$ cat config.mk
export PLATFORM = sky130hd
export DESIGN_NAME = irq_stack_seq
export DESIGN_NICKNAME = d
export VERILOG_FILES = /design/src/rtl/irq_seq_pkg.sv /design/src/rtl/irq_sp_unit.sv /design/src/rtl/irq_req_arbiter.sv /design/src/rtl/irq_frame_mux.sv /design/src/rtl/irq_stack_seq.sv
export SDC_FILE = /design/constraint.sdc
export NUM_CORES = 1
export LEC_CHECK = 0
export BUFFER_PORTS_ARGS = -buffer_cell sky130_fd_sc_hd__buf_2
export CAP_MARGIN = 30
export CORE_UTILIZATION = 29
export DETAILED_ROUTE_END_ITERATION = 7
export PLACE_DENSITY = 0.45
export RECOVER_POWER = 25
export SLEW_MARGIN = 20
export SYNTH_ARGS = -nofsm -noshare
export SYNTH_HDL_FRONTEND = slang
export SYNTH_SLANG_ARGS = --single-unit
$ cat constraint.sdc
create_clock -name clk -period 2.3 [get_ports clk]
set_input_delay 0.23 -clock clk [delete_from_list [all_inputs] [get_ports clk]]
set_output_delay 0.23 -clock clk [all_outputs]
set_load 0.005 [all_outputs]
$ cat src/rtl/irq_seq_pkg.sv
package irq_seq_pkg;

    typedef enum logic [1:0] {
        OP_CALL = 2'd0,
        OP_RTS  = 2'd1,
        OP_RTI  = 2'd2,
        OP_RSP  = 2'd3
    } seq_op_e;

    // Numeric value doubles as the vector slot offset from the vector base.
    typedef enum logic [1:0] {
        SRC_TMR = 2'd0,
        SRC_EXT = 2'd1,
        SRC_SWI = 2'd2,
        SRC_RST = 2'd3
    } irq_src_e;

    typedef enum logic [2:0] {
        ST_IDLE,
        ST_PUSH,
        ST_PULL,
        ST_VEC_HI,
        ST_VEC_LO,
        ST_DONE
    } seq_state_e;

    localparam int NUM_SRC   = 4;
    localparam int IRQ_FRAME = 5;
    localparam int SUB_FRAME = 2;
    localparam int IDX_W     = 3;

endpackage

$ cat src/rtl/irq_sp_unit.sv
module irq_sp_unit #(
    parameter int SP_W   = 5,
    parameter int ADDR_W = 12,
    parameter logic [ADDR_W-SP_W-1:0] PAGE = 7'h03
) (
    input  logic              clk,
    input  logic              rst_n,
    input  logic              load_top,
    input  logic              push,
    input  logic              pull,
    output logic [ADDR_W-1:0] cur_addr,
    output logic [ADDR_W-1:0] up_addr
);
    logic [SP_W-1:0] ptr;
    logic [SP_W-1:0] ptr_up;

    assign ptr_up   = ptr + SP_W'(1);
    assign cur_addr = {PAGE, ptr};
    assign up_addr  = {PAGE, ptr_up};

    always_ff @(posedge clk or negedge rst_n) begin
        if (!rst_n) begin
            ptr <= '1;
        end else if (load_top) begin
            ptr <= '1;
        end else if (push) begin
            ptr <= ptr - SP_W'(1);
        end else if (pull) begin
            ptr <= ptr_up;
        end
    end
endmodule

$ cat src/rtl/irq_req_arbiter.sv
module irq_req_arbiter #(
    parameter int N     = 4,
    parameter int SEL_W = $clog2(N)
) (
    input  logic             clk,
    input  logic             rst_n,
    input  logic [N-1:0]     req,
    input  logic [N-1:0]     maskable,
    input  logic             mask,
    input  logic [N-1:0]     clr,
    output logic [N-1:0]     pend,
    output logic             valid,
    output logic [SEL_W-1:0] sel
);
    logic [N-1:0] elig;

    for (genvar g = 0; g < N; g++) begin : g_pend
        always_ff @(posedge clk or negedge rst_n) begin
            if (!rst_n) begin
                pend[g] <= 1'b0;
            end else begin
                pend[g] <= (pend[g] & ~clr[g]) | req[g];
            end
        end
    end

    assign elig  = pend & ~(maskable & {N{mask}});
    assign valid = |elig;

    // Highest index wins.
    always_comb begin
        sel = '0;
        for (int i = 0; i < N; i++) begin
            if (elig[i]) begin
                sel = SEL_W'(i);
            end
        end
    end
endmodule

$ cat src/rtl/irq_frame_mux.sv
module irq_frame_mux #(
    parameter int PC_W   = 12,
    parameter int DATA_W = 8,
    parameter int CC_W   = 5
) (
    input  logic [PC_W-1:0]   pc,
    input  logic [DATA_W-1:0] a,
    input  logic [DATA_W-1:0] x,
    input  logic [CC_W-1:0]   cc,
    input  logic [2:0]        idx,
    output logic [DATA_W-1:0] byte_o
);
    localparam int HI_W = PC_W - DATA_W;

    always_comb begin
        unique case (idx)
            3'd0:    byte_o = pc[DATA_W-1:0];
            3'd1:    byte_o = {{(DATA_W-HI_W){1'b1}}, pc[PC_W-1:DATA_W]};
            3'd2:    byte_o = x;
            3'd3:    byte_o = a;
            default: byte_o = {{(DATA_W-CC_W){1'b1}}, cc};
        endcase
    end
endmodule

$ cat src/rtl/irq_stack_seq.sv
module irq_stack_seq
    import irq_seq_pkg::*;
#(
    parameter int PC_W   = 12,
    parameter int DATA_W = 8,
    parameter int CC_W   = 5,
    parameter int SP_W   = 5,
    parameter logic [PC_W-SP_W-1:0] SP_PAGE = 7'h03,
    parameter logic [PC_W-1:0] VEC_BASE = 12'hFF8
) (
    input  logic              clk,
    input  logic              rst_n,
    input  logic              rst_req,
    input  logic              swi_req,
    input  logic              ext_req,
    input  logic              tmr_req,
    input  logic              mask_i,
    input  logic              cmd_valid,
    input  logic [1:0]        cmd,
    input  logic [PC_W-1:0]   pc_in,
    input  logic [DATA_W-1:0] a_in,
    input  logic [DATA_W-1:0] x_in,
    input  logic [CC_W-1:0]   cc_in,
    output logic [PC_W-1:0]   mem_addr,
    output logic              mem_we,
    output logic [DATA_W-1:0] mem_wdata,
    input  logic [DATA_W-1:0] mem_rdata,
    output logic              busy,
    output logic              done,
    output logic              mask_set,
    output logic [PC_W-1:0]   sp_out,
    output logic [PC_W-1:0]   pc_out,
    output logic [DATA_W-1:0] a_out,
    output logic [DATA_W-1:0] x_out,
    output logic [CC_W-1:0]   cc_out
);
    localparam int HI_W  = PC_W - DATA_W;
    localparam int SEL_W = $clog2(NUM_SRC);

    seq_state_e state, nxt;
    logic [IDX_W-1:0] idx, last;
    logic             is_irq;
    irq_src_e         src_q;
    logic [PC_W-1:0]   pc_s;
    logic [DATA_W-1:0] a_s, x_s;
    logic [CC_W-1:0]   cc_s;

    logic [NUM_SRC-1:0] req_v, pend, clr;
    logic               arb_valid;
    logic [SEL_W-1:0]   arb_sel;
    logic               take_rst, take_cmd, take_irq;
    seq_op_e            op;
    logic [PC_W-1:0]    cur_addr, up_addr, vec_addr;
    logic [DATA_W-1:0]  frame_byte;

    assign op    = seq_op_e'(cmd);
    assign req_v = {rst_req, swi_req, ext_req, tmr_req};

    irq_req_arbiter #(.N(NUM_SRC)) u_arb (
        .clk      (clk),
        .rst_n    (rst_n),
        .req      (req_v),
        .maskable (4'b0011),
        .mask     (mask_i),
        .clr      (clr),
        .pend     (pend),
        .valid    (arb_valid),
        .sel      (arb_sel)
    );

    assign take_rst = (state == ST_IDLE) && arb_valid && (irq_src_e'(arb_sel) == SRC_RST);
    assign take_cmd = (state == ST_IDLE) && !take_rst && cmd_valid;
    assign take_irq = (state == ST_IDLE) && !take_rst && !cmd_valid && arb_valid;

    always_comb begin
        clr = '0;
        if (take_rst) clr[SRC_RST] = 1'b1;
        if (take_irq) clr[arb_sel] = 1'b1;
    end

    irq_sp_unit #(.SP_W(SP_W), .ADDR_W(PC_W), .PAGE(SP_PAGE)) u_sp (
        .clk      (clk),
        .rst_n    (rst_n),
        .load_top (take_rst || (take_cmd && op == OP_RSP)),
        .push     (state == ST_PUSH),
        .pull     (state == ST_PULL),
        .cur_addr (cur_addr),
        .up_addr  (up_addr)
    );

    irq_frame_mux #(.PC_W(PC_W), .DATA_W(DATA_W), .CC_W(CC_W)) u_mux (
        .pc     (pc_s),
        .a      (a_s),
        .x      (x_s),
        .cc     (cc_s),
        .idx    (idx),
        .byte_o (frame_byte)
    );

    assign vec_addr = VEC_BASE + PC_W'({src_q, 1'b0});
    assign sp_out   = cur_addr;

    // State register
    always_ff @(posedge clk or negedge rst_n) begin
        if (!rst_n) state <= ST_IDLE;
        else        state <= nxt;
    end

    // Next state
    always_comb begin
        nxt = state;
        unique case (state)
            ST_IDLE: begin
                if (take_rst) begin
                    nxt = ST_VEC_HI;
                end else if (take_cmd) begin
                    unique case (op)
                        OP_CALL:        nxt = ST_PUSH;
                        OP_RTS, OP_RTI: nxt = ST_PULL;
                        default:        nxt = ST_DONE;
                    endcase
                end else if (take_irq) begin
                    nxt = ST_PUSH;
                end
            end
            ST_PUSH:   if (idx == last) nxt = is_irq ? ST_VEC_HI : ST_DONE;
            ST_PULL:   if (idx == '0) nxt = ST_DONE;
            ST_VEC_HI: nxt = ST_VEC_LO;
            ST_VEC_LO: nxt = ST_DONE;
            ST_DONE:   nxt = ST_IDLE;
            default:   nxt = ST_IDLE;
        endcase
    end

    // Datapath registers
    always_ff @(posedge clk or negedge rst_n) begin
        if (!rst_n) begin
            idx    <= '0;
            last   <= '0;
            is_irq <= 1'b0;
            src_q  <= SRC_RST;
            pc_s   <= '0;
            a_s    <= '0;
            x_s    <= '0;
            cc_s   <= '0;
            pc_out <= '0;
            a_out  <= '0;
            x_out  <= '0;
            cc_out <= '0;
        end else begin
            unique case (state)
                ST_IDLE: begin
                    if (take_rst) begin
                        src_q  <= SRC_RST;
                        is_irq <= 1'b1;
                    end else if (take_cmd) begin
                        is_irq <= 1'b0;
                        pc_s   <= pc_in;
                        a_s    <= a_in;
                        x_s    <= x_in;
                        cc_s   <= cc_in;
                        unique case (op)
                            OP_CALL: begin idx <= '0; last <= IDX_W'(SUB_FRAME - 1); end
                            OP_RTS:  idx <= IDX_W'(SUB_FRAME - 1);
                            OP_RTI:  idx <= IDX_W'(IRQ_FRAME - 1);
                            default: ;
                        endcase
                    end else if (take_irq) begin
                        idx    <= '0;
                        last   <= IDX_W'(IRQ_FRAME - 1);
                        is_irq <= 1'b1;
                        src_q  <= irq_src_e'(arb_sel);
                        pc_s   <= pc_in;
                        a_s    <= a_in;
                        x_s    <= x_in;
                        cc_s   <= cc_in;
                    end
                end
                ST_PUSH: idx <= idx + IDX_W'(1);
                ST_PULL: begin
                    idx <= idx - IDX_W'(1);
                    unique case (idx)
                        3'd4:    cc_out <= mem_rdata[CC_W-1:0];
                        3'd3:    a_out  <= mem_rdata;
                        3'd2:    x_out  <= mem_rdata;
                        3'd1:    pc_out[PC_W-1:DATA_W] <= mem_rdata[HI_W-1:0];
                        default: pc_out[DATA_W-1:0]    <= mem_rdata;
                    endcase
                end
                ST_VEC_HI: pc_out[PC_W-1:DATA_W] <= mem_rdata[HI_W-1:0];
                ST_VEC_LO: pc_out[DATA_W-1:0]    <= mem_rdata;
                default: ;
            endcase
        end
    end

    // Outputs
    always_comb begin
        mem_we    = 1'b0;
        mem_wdata = '0;
        mem_addr  = '0;
        mask_set  = 1'b0;
        unique case (state)
            ST_PUSH: begin
                mem_we    = 1'b1;
                mem_wdata = frame_byte;
                mem_addr  = cur_addr;
            end
            ST_PULL:   mem_addr = up_addr;
            ST_VEC_HI: begin
                mem_addr = vec_addr;
                mask_set = 1'b1;
            end
            ST_VEC_LO: mem_addr = vec_addr + PC_W'(1);
            default: ;
        endcase
    end

    assign busy = (state != ST_IDLE);
    assign done = (state == ST_DONE);

endmodule

# ---- Word-level counts from Yosys, hierarchy flattened
# Index checks and enable logic that the tools add are counted.
dict set report word_totals {
  inputBits 51
  wordCells 152
  regBits 87
}
dict set report op_classes {
  muxes 49
  n_eq_ne 24
  bitwise 16
  add_sub_neg 6
  reduce_logical 36
  order_cmp 2
}
# op count
set ops {}
lappend ops {{8-bit two-way mux} 6}
lappend ops {{12-bit one-hot mux with 4 select lines} 1}
lappend ops {{3-bit two-way mux} 12}
lappend ops {{8-bit one-hot mux with 4 select lines} 1}
lappend ops {{5-bit two-way mux} 5}
lappend ops {{12-bit two-way mux} 2}
lappend ops {{3-bit one-hot mux with 3 select lines} 2}
lappend ops {{8-bit one-hot mux with 2 select lines} 1}
lappend ops {{3-bit one-hot mux with 5 select lines} 1}
lappend ops {{3-bit by 2-bit equality test with 1-bit output (second input constant)} 4}
lappend ops {{2-bit AND reduction} 6}
lappend ops {{3-bit nonzero test} 4}
lappend ops {{2-bit two-way mux} 5}
lappend ops {{2-bit inequality test (second input constant)} 5}
lappend ops {{3-bit equality test (second input constant)} 3}
lappend ops {{3-bit AND reduction} 3}
lappend ops {{1-bit logical AND} 8}
lappend ops {{1-bit two-way mux} 8}
lappend ops {{4-bit two-way mux} 2}
lappend ops {{4-bit one-hot mux with 2 select lines} 1}
lappend ops {{4-bit AND reduction} 2}
lappend ops {{2-bit nonzero test} 4}
lappend ops {{4-bit OR reduction} 2}
lappend ops {{5-bit by 2-bit adder with 6-bit output (second input constant)} 1}
lappend ops {{28 further kinds} 44}

# ---- Longest topological paths before layout
dict set report logic_depth {
  ltp_word 15
  depth_mapped 8
  mapped_depth_nobuf 7
}

# ---- Cells and area by module
# From an unflattened synthesis, not the netlist that was laid out.
dict set report unflattened {
  cells_unflattened 423
  hier_area_um2 4728.3
}
# module cells_each n_inst seq_area_each_um2 area_each_um2
set modules_own_cells {}
lappend modules_own_cells {irq_stack_seq 306 1 1929.4 3723.6}
lappend modules_own_cells {irq_sp_unit 54 1 131.4 491.7}
lappend modules_own_cells {irq_frame_mux 40 1 0.0 302.8}
lappend modules_own_cells {irq_req_arbiter 23 1 100.1 210.2}

# ---- Worst setup path before layout
# Ideal clock, no wire load.
dict set report synth_timing {
  path_type {reg2reg}
  startpoint {register idx[0]}
  endpoint {register pc_out[0]}
  path_slack_ps 289
  setup_time_ps 125
  t_arrival_ps 1886
  path_stages_with_launch 8
  synth_period_minus_slack_ps 2011
  required_time_ps 2175
  n_path_buf 1
  path_cell_list {dfrtp_1 -> ha_1 -> ha_1 -> clkbuf_1 -> inv_1 -> o211ai_1 -> a21oi_2 -> mux2_2}
}
dict set report synth_via {
  elab_chain_len 4
  elab_cells_between_ends 7
}
# item line
set synth_rtl {}
lappend synth_rtl {{start: declaration} irq_stack_seq.sv:41} ;# logic [IDX_W-1:0] idx, last;
lappend synth_rtl {{start signal: assignment} irq_stack_seq.sv:164} ;# OP_RTS: idx <= IDX_W'(SUB_FRAME - 1);
lappend synth_rtl {{start signal: assignment} irq_stack_seq.sv:165} ;# OP_RTI: idx <= IDX_W'(IRQ_FRAME - 1);
lappend synth_rtl {{start signal: assignment} irq_stack_seq.sv:179} ;# ST_PUSH: idx <= idx + IDX_W'(1);
lappend synth_rtl {{3-bit equality test (tied with other cells)} irq_stack_seq.sv:182} ;# unique case (idx)
lappend synth_rtl {{4-bit OR reduction (no source line) (*)} n/a}
lappend synth_rtl {{2-bit inequality test (no source line) (*)} n/a}
lappend synth_rtl {{2-bit AND reduction (no source line) (*)} n/a}
lappend synth_rtl {{end signal: indexed assignment} irq_stack_seq.sv:186} ;# 3'd1: pc_out[PC_W-1:DATA_W] <= mem_rdata[HI_W-1:0];
lappend synth_rtl {{end signal: indexed assignment} irq_stack_seq.sv:187} ;# default: pc_out[DATA_W-1:0] <= mem_rdata;
lappend synth_rtl {{end signal: indexed assignment} irq_stack_seq.sv:190} ;# ST_VEC_HI: pc_out[PC_W-1:DATA_W] <= mem_rdata[HI_W-1:0];
lappend synth_rtl {{end: declaration} irq_stack_seq.sv:32} ;# output logic [PC_W-1:0] pc_out,
# Mark *: on every way between the ends. The rest lies on a longest branch, timed or not.
# A chain may end at the register's enable or synchronous reset.

# ---- Worst setup path in the final report
dict set report layout_timing {
  startpoint {register idx[0]}
  endpoint {output port mem_wdata[4]}
}
dict set report layout_via {
  elab_chain_len 3
  elab_cells_between_ends 6
}
# item line
set layout_rtl {}
lappend layout_rtl {{3-bit by 2-bit equality test with 1-bit output (tied with other cells)} irq_frame_mux.sv:16} ;# unique case (idx)
lappend layout_rtl {{8-bit one-hot mux with 4 select lines (*)} irq_frame_mux.sv:16}
lappend layout_rtl {{8-bit two-way mux (*)} irq_stack_seq.sv:203} ;# unique case (state)
lappend layout_rtl {{end: declaration} irq_stack_seq.sv:26} ;# output logic [DATA_W-1:0] mem_wdata,
# Marks and branches as above.

==> flow_summary_export.csv <==
group,metric,value,unit
setup_path,startpoint_type,"flip-flop",
sta,timing.slew.headroom,43.9,%
place,place_hpwl,8.31,mm
setup_path,criticalPathCategory,"flip-flop to output port",
yosys,yosys.cell_types.count,56,
setup_path,crit_arrival,1.99,ns
sta,hold_viol_final,0,
cells_and_area,post_route_cells_drive_above_1_share,49.4,%
pwr,power.total,8.13,mW
drt,drc,9,
status,outcome,"finished, violations left",
pwr,peakVddDrop,0.589,mV
yosys,synth-seq-area-share,48.9,%
sta,tightestPinTransition,0.842,ns
cells_and_area,nets,568,
floorplan,core.rowCount,44,
sta,timing.final.crit_share,96.6,%
setup_path,crit_required,2.07,ns
sta,finClkSkew,0.00351,ns
drt,routedWlPerCell,16.3,um
cells_and_area,diodes,0,
floorplan,die_x,125,um
floorplan,die_area,0.0157,mm^2
worst_hold_path,hp-start,"rst_req",
worst_hold_path,hold_class,"input pin to flip-flop",
global_routing,grt_pass1_wl,18.7,mm
floorplan,fp.dieH,125,um
drt,vias,3406,
sta,setup_viol,0,
place,routabilityCongestion,0.753,
drt,drt-total-wl,11.3,mm
sta,fin_ws,0.0793,ns
sta,rsz0062_at_grt,"yes",
setup_path,rr_worst_depth,7,
sta,finalCriticalPeriod,2.22,ns
clock_network,clock-sinks,86,
pwr,powerDensity,1430,mW/mm^2
yosys,postSynthCellCount,381,
global_routing,antenna_found_initial,1,
setup_path,cp_slowest_cell,"dfrtp_2",
yosys,synth_area,0.00442,mm^2
drt,dr.pass1.iters,7,
global_routing,grt.overflow.total,0,
clock_network,cts_buffers,9,
pwr,p_leak,2.58,nW
global_routing,grt_max_degree,41,
worst_hold_path,hold_depth,2,
status,violations,"DRC",
setup_path,r2r_end,"pc_out[1]",
place,portBuffers,112,
drt,antenna_left,0,
setup_path,crit_chain,"ha_2 -> ha_4 -> a221o_1 -> a221oi_2 -> nor2_1 -> buf_2",
clock_network,cts_tree,"done",
sta,tns,0,ns
clock_network,clockRootBuffer,"clkbuf_16",
clock_network,htree_levels,3,
global_routing,first_global_vias,3489,
sta,maxSlewViolCount,0,
global_routing,grtUsageTotal,15.4,%
worst_hold_path,hold_end,"u_arb.pend[3]",
setup_path,crit_path_end_kind,"output port",
sta,clock.fmax,0.450,GHz
setup_path,critPathBufInv,1,
yosys,synth_seq_cells,86,
place,post-place-ws,-0.191,ns
cells_and_area,syn_to_final_growth,28.7,%
clock_network,clk_pin_slew,0.06,ns
setup_path,crit_fanout,10,
yosys,ys.flop_type,"dfrtp_1",
floorplan,start_util,30.1,%
yosys,postSynth.asyncResetShare,100,%
yosys,yosysWarnings,0,
floorplan,ioPinCount,120,
cells_and_area,n_fill_cell,1449,
setup_path,rrSetupSlack,0.37,ns
clock_network,clockBufferDepth,2,
yosys,syn_avg_cell_area,11.6,um^2
setup_path,timing.rr.start,"idx[0]",
floorplan,core,0.0147,mm^2
drt,avgViaCountPerCell,4.92,
setup_path,crit_path_max_incr_delay,0.46,ns
setup_path,crit_family,"compound AO/OA/AOI/OAI gates",
drt,drt-initial-drc-count,173,
job,maxCapViolations,0,
yosys,synth_edf_count,0,
clock_network,insertion_delay,0.34,ns
==> flip-flops by register name (all words and copies together) (netlist names) <==
signal,count
pc_out,12
pc_s,12
a_out,8
a_s,8
x_out,8
x_s,8
cc_out,5
cc_s,5
u_sp.ptr,5
u_arb.pend,4
idx,3
state,3
last,2
src_q,2
is_irq,1
==> report_power, final <==
group          leakage, nW  internal [mW]  switching [mW]
registers             1.01           2.25           0.533
clock network        0.164          0.990           0.614
logic                 1.41           1.99            1.75
==> synth_stat cells (all sizes together) (3+ instances only) <==
library cell / count / share of area (%)
dfrtp: 79 / 45
a211oi: 3 / 0.51
dfstp: 7 / 4.2
clkbuf: 11 / 0.93
nand2b: 7 / 0.99
nand3: 7 / 0.79
a222oi: 7 / 1.6
ha: 14 / 4.0
and2: 5 / 0.71
nor2b: 8 / 1.1
a22oi: 3 / 0.51
mux2: 69 / 18
nor2: 17 / 1.6
a21o: 5 / 0.85
a31oi: 6 / 0.85
or2: 3 / 0.42
inv: 12 / 1.0
buf: 22 / 3.7
a21oi: 15 / 1.8
o21ai: 14 / 1.6
nand2: 20 / 1.7
o21bai: 3 / 0.51
nor3: 3 / 0.34
o22ai: 7 / 0.99
a221oi: 3 / 0.59
==> cell families (layout without fill, tap and decap cells) <==
family | Yosys count | in the layout | share of synthesized area [%]
other | 2 | 7 | 0.170
adder cells (fa/ha/maj) | 14 | 14 | 3.96
AO/OA/AOI/OAI | 82 | 82 | 13.3
AND/OR/NAND/NOR | 78 | 78 | 9.37
multiplexers | 70 | 70 | 17.8
XOR/XNOR | 4 | 4 | 0.793
buffers and inverters | 45 | 167 | 5.66
flip-flops | 86 | 86 | 48.9
==> layout make-up <==
class,count,area (um^2),share of cell area (%)
clock inverters,6,91.3,1.61
well taps,184,230,4.05
inverters,12,50.0,0.880
clock buffers,10,239,4.20
flip-flops and latches,86,2170,38.1
repair buffers,139,791,13.9
multi-input cells,255,2120,37.3
==> placed cells by master, fill, tap and decap left out, types with 3 or more instances in the layout <==
master	count
buf_2	111
dfrtp_1	75
mux2_2	65
buf_4	24
nand2_1	19
nor2_1	16
o21ai_0	14
a21oi_1	14
inv_1	10
clkbuf_16	9
ha_1	8
nor2b_1	7
a222oi_1	7
nand2b_1	7
o22ai_1	7
nand3_1	7
conb_1	7
dfstp_2	7
a31oi_1	6
a21o_1	5
and2_1	5
ha_4	5
mux2_1	4
dfrtp_2	4
a22oi_1	3
o21bai_1	3
nor3_1	3
inv_6	3
==> metrics by stage <==
| stage | instances | instance area, um^2 | util, % | hold WS, ns |
|---|---|---|---|---|
| final | 692 | 5690 | 38.7 | 0.0691 |
| after global routing | 692 | 5690 | 38.7 | 0.0629 |
| after CTS | 688 | 5610 | 38.1 | 0.0553 |
| after detailed placement | 668 | 5190 | 35.3 | 0.202 |
| after global placement | 668 | 5190 | 35.3 | 0.202 |
| after floorplan | 386 | 4440 | - | -0.0656 |
==> metal layers <==
metal,up-vias,routed length (um),GRT usage (%)
met2,101,5420,25.0
li1,1605,-,-
met5,-,13,0
met4,2,153,5.09
met1,1685,5040,19.0
met3,13,672,5.52
==> worst reg2reg max path: stages (launching register included) <==
cell and delay, ns:
dfrtp_2 0.46, ha_2 0.22, ha_4 0.21, inv_1 0.12
o211ai_1 0.12, a21oi_2 0.13, buf_4 0.20, mux2_2 0.35
==> worst max-delay path by stage <==
stage / from / end / slack (ns) / depth (start not counted)
2_1_floorplan: idx[0] / pc_out[0] / 0.29 / 7
6_report: idx[0] / mem_wdata[4] / 0.08 / 6
5_1_grt: idx[0] / mem_wdata[0] / -0.02 / 8
4_1_cts: idx[1] / mem_wdata[1] / -0.004 / 8
3_3_place_gp: idx[0] / x_out[3] / -0.06 / 5
3_5_place_dp: idx[0] / x_out[1] / -0.19 / 5
==> what timing repair did <==
action | in CTS | in global routing
resized for setup | 15 | 11
hold buffers | 1 | 0
setup endpoints to repair | 16 | 16
pin swaps | 2 | 4
endpoints found under the hold margin | 30 | 0
gates cloned | 0 | 0
buffers inserted | 3 | 4
Power figures use the tool's default switching activity.
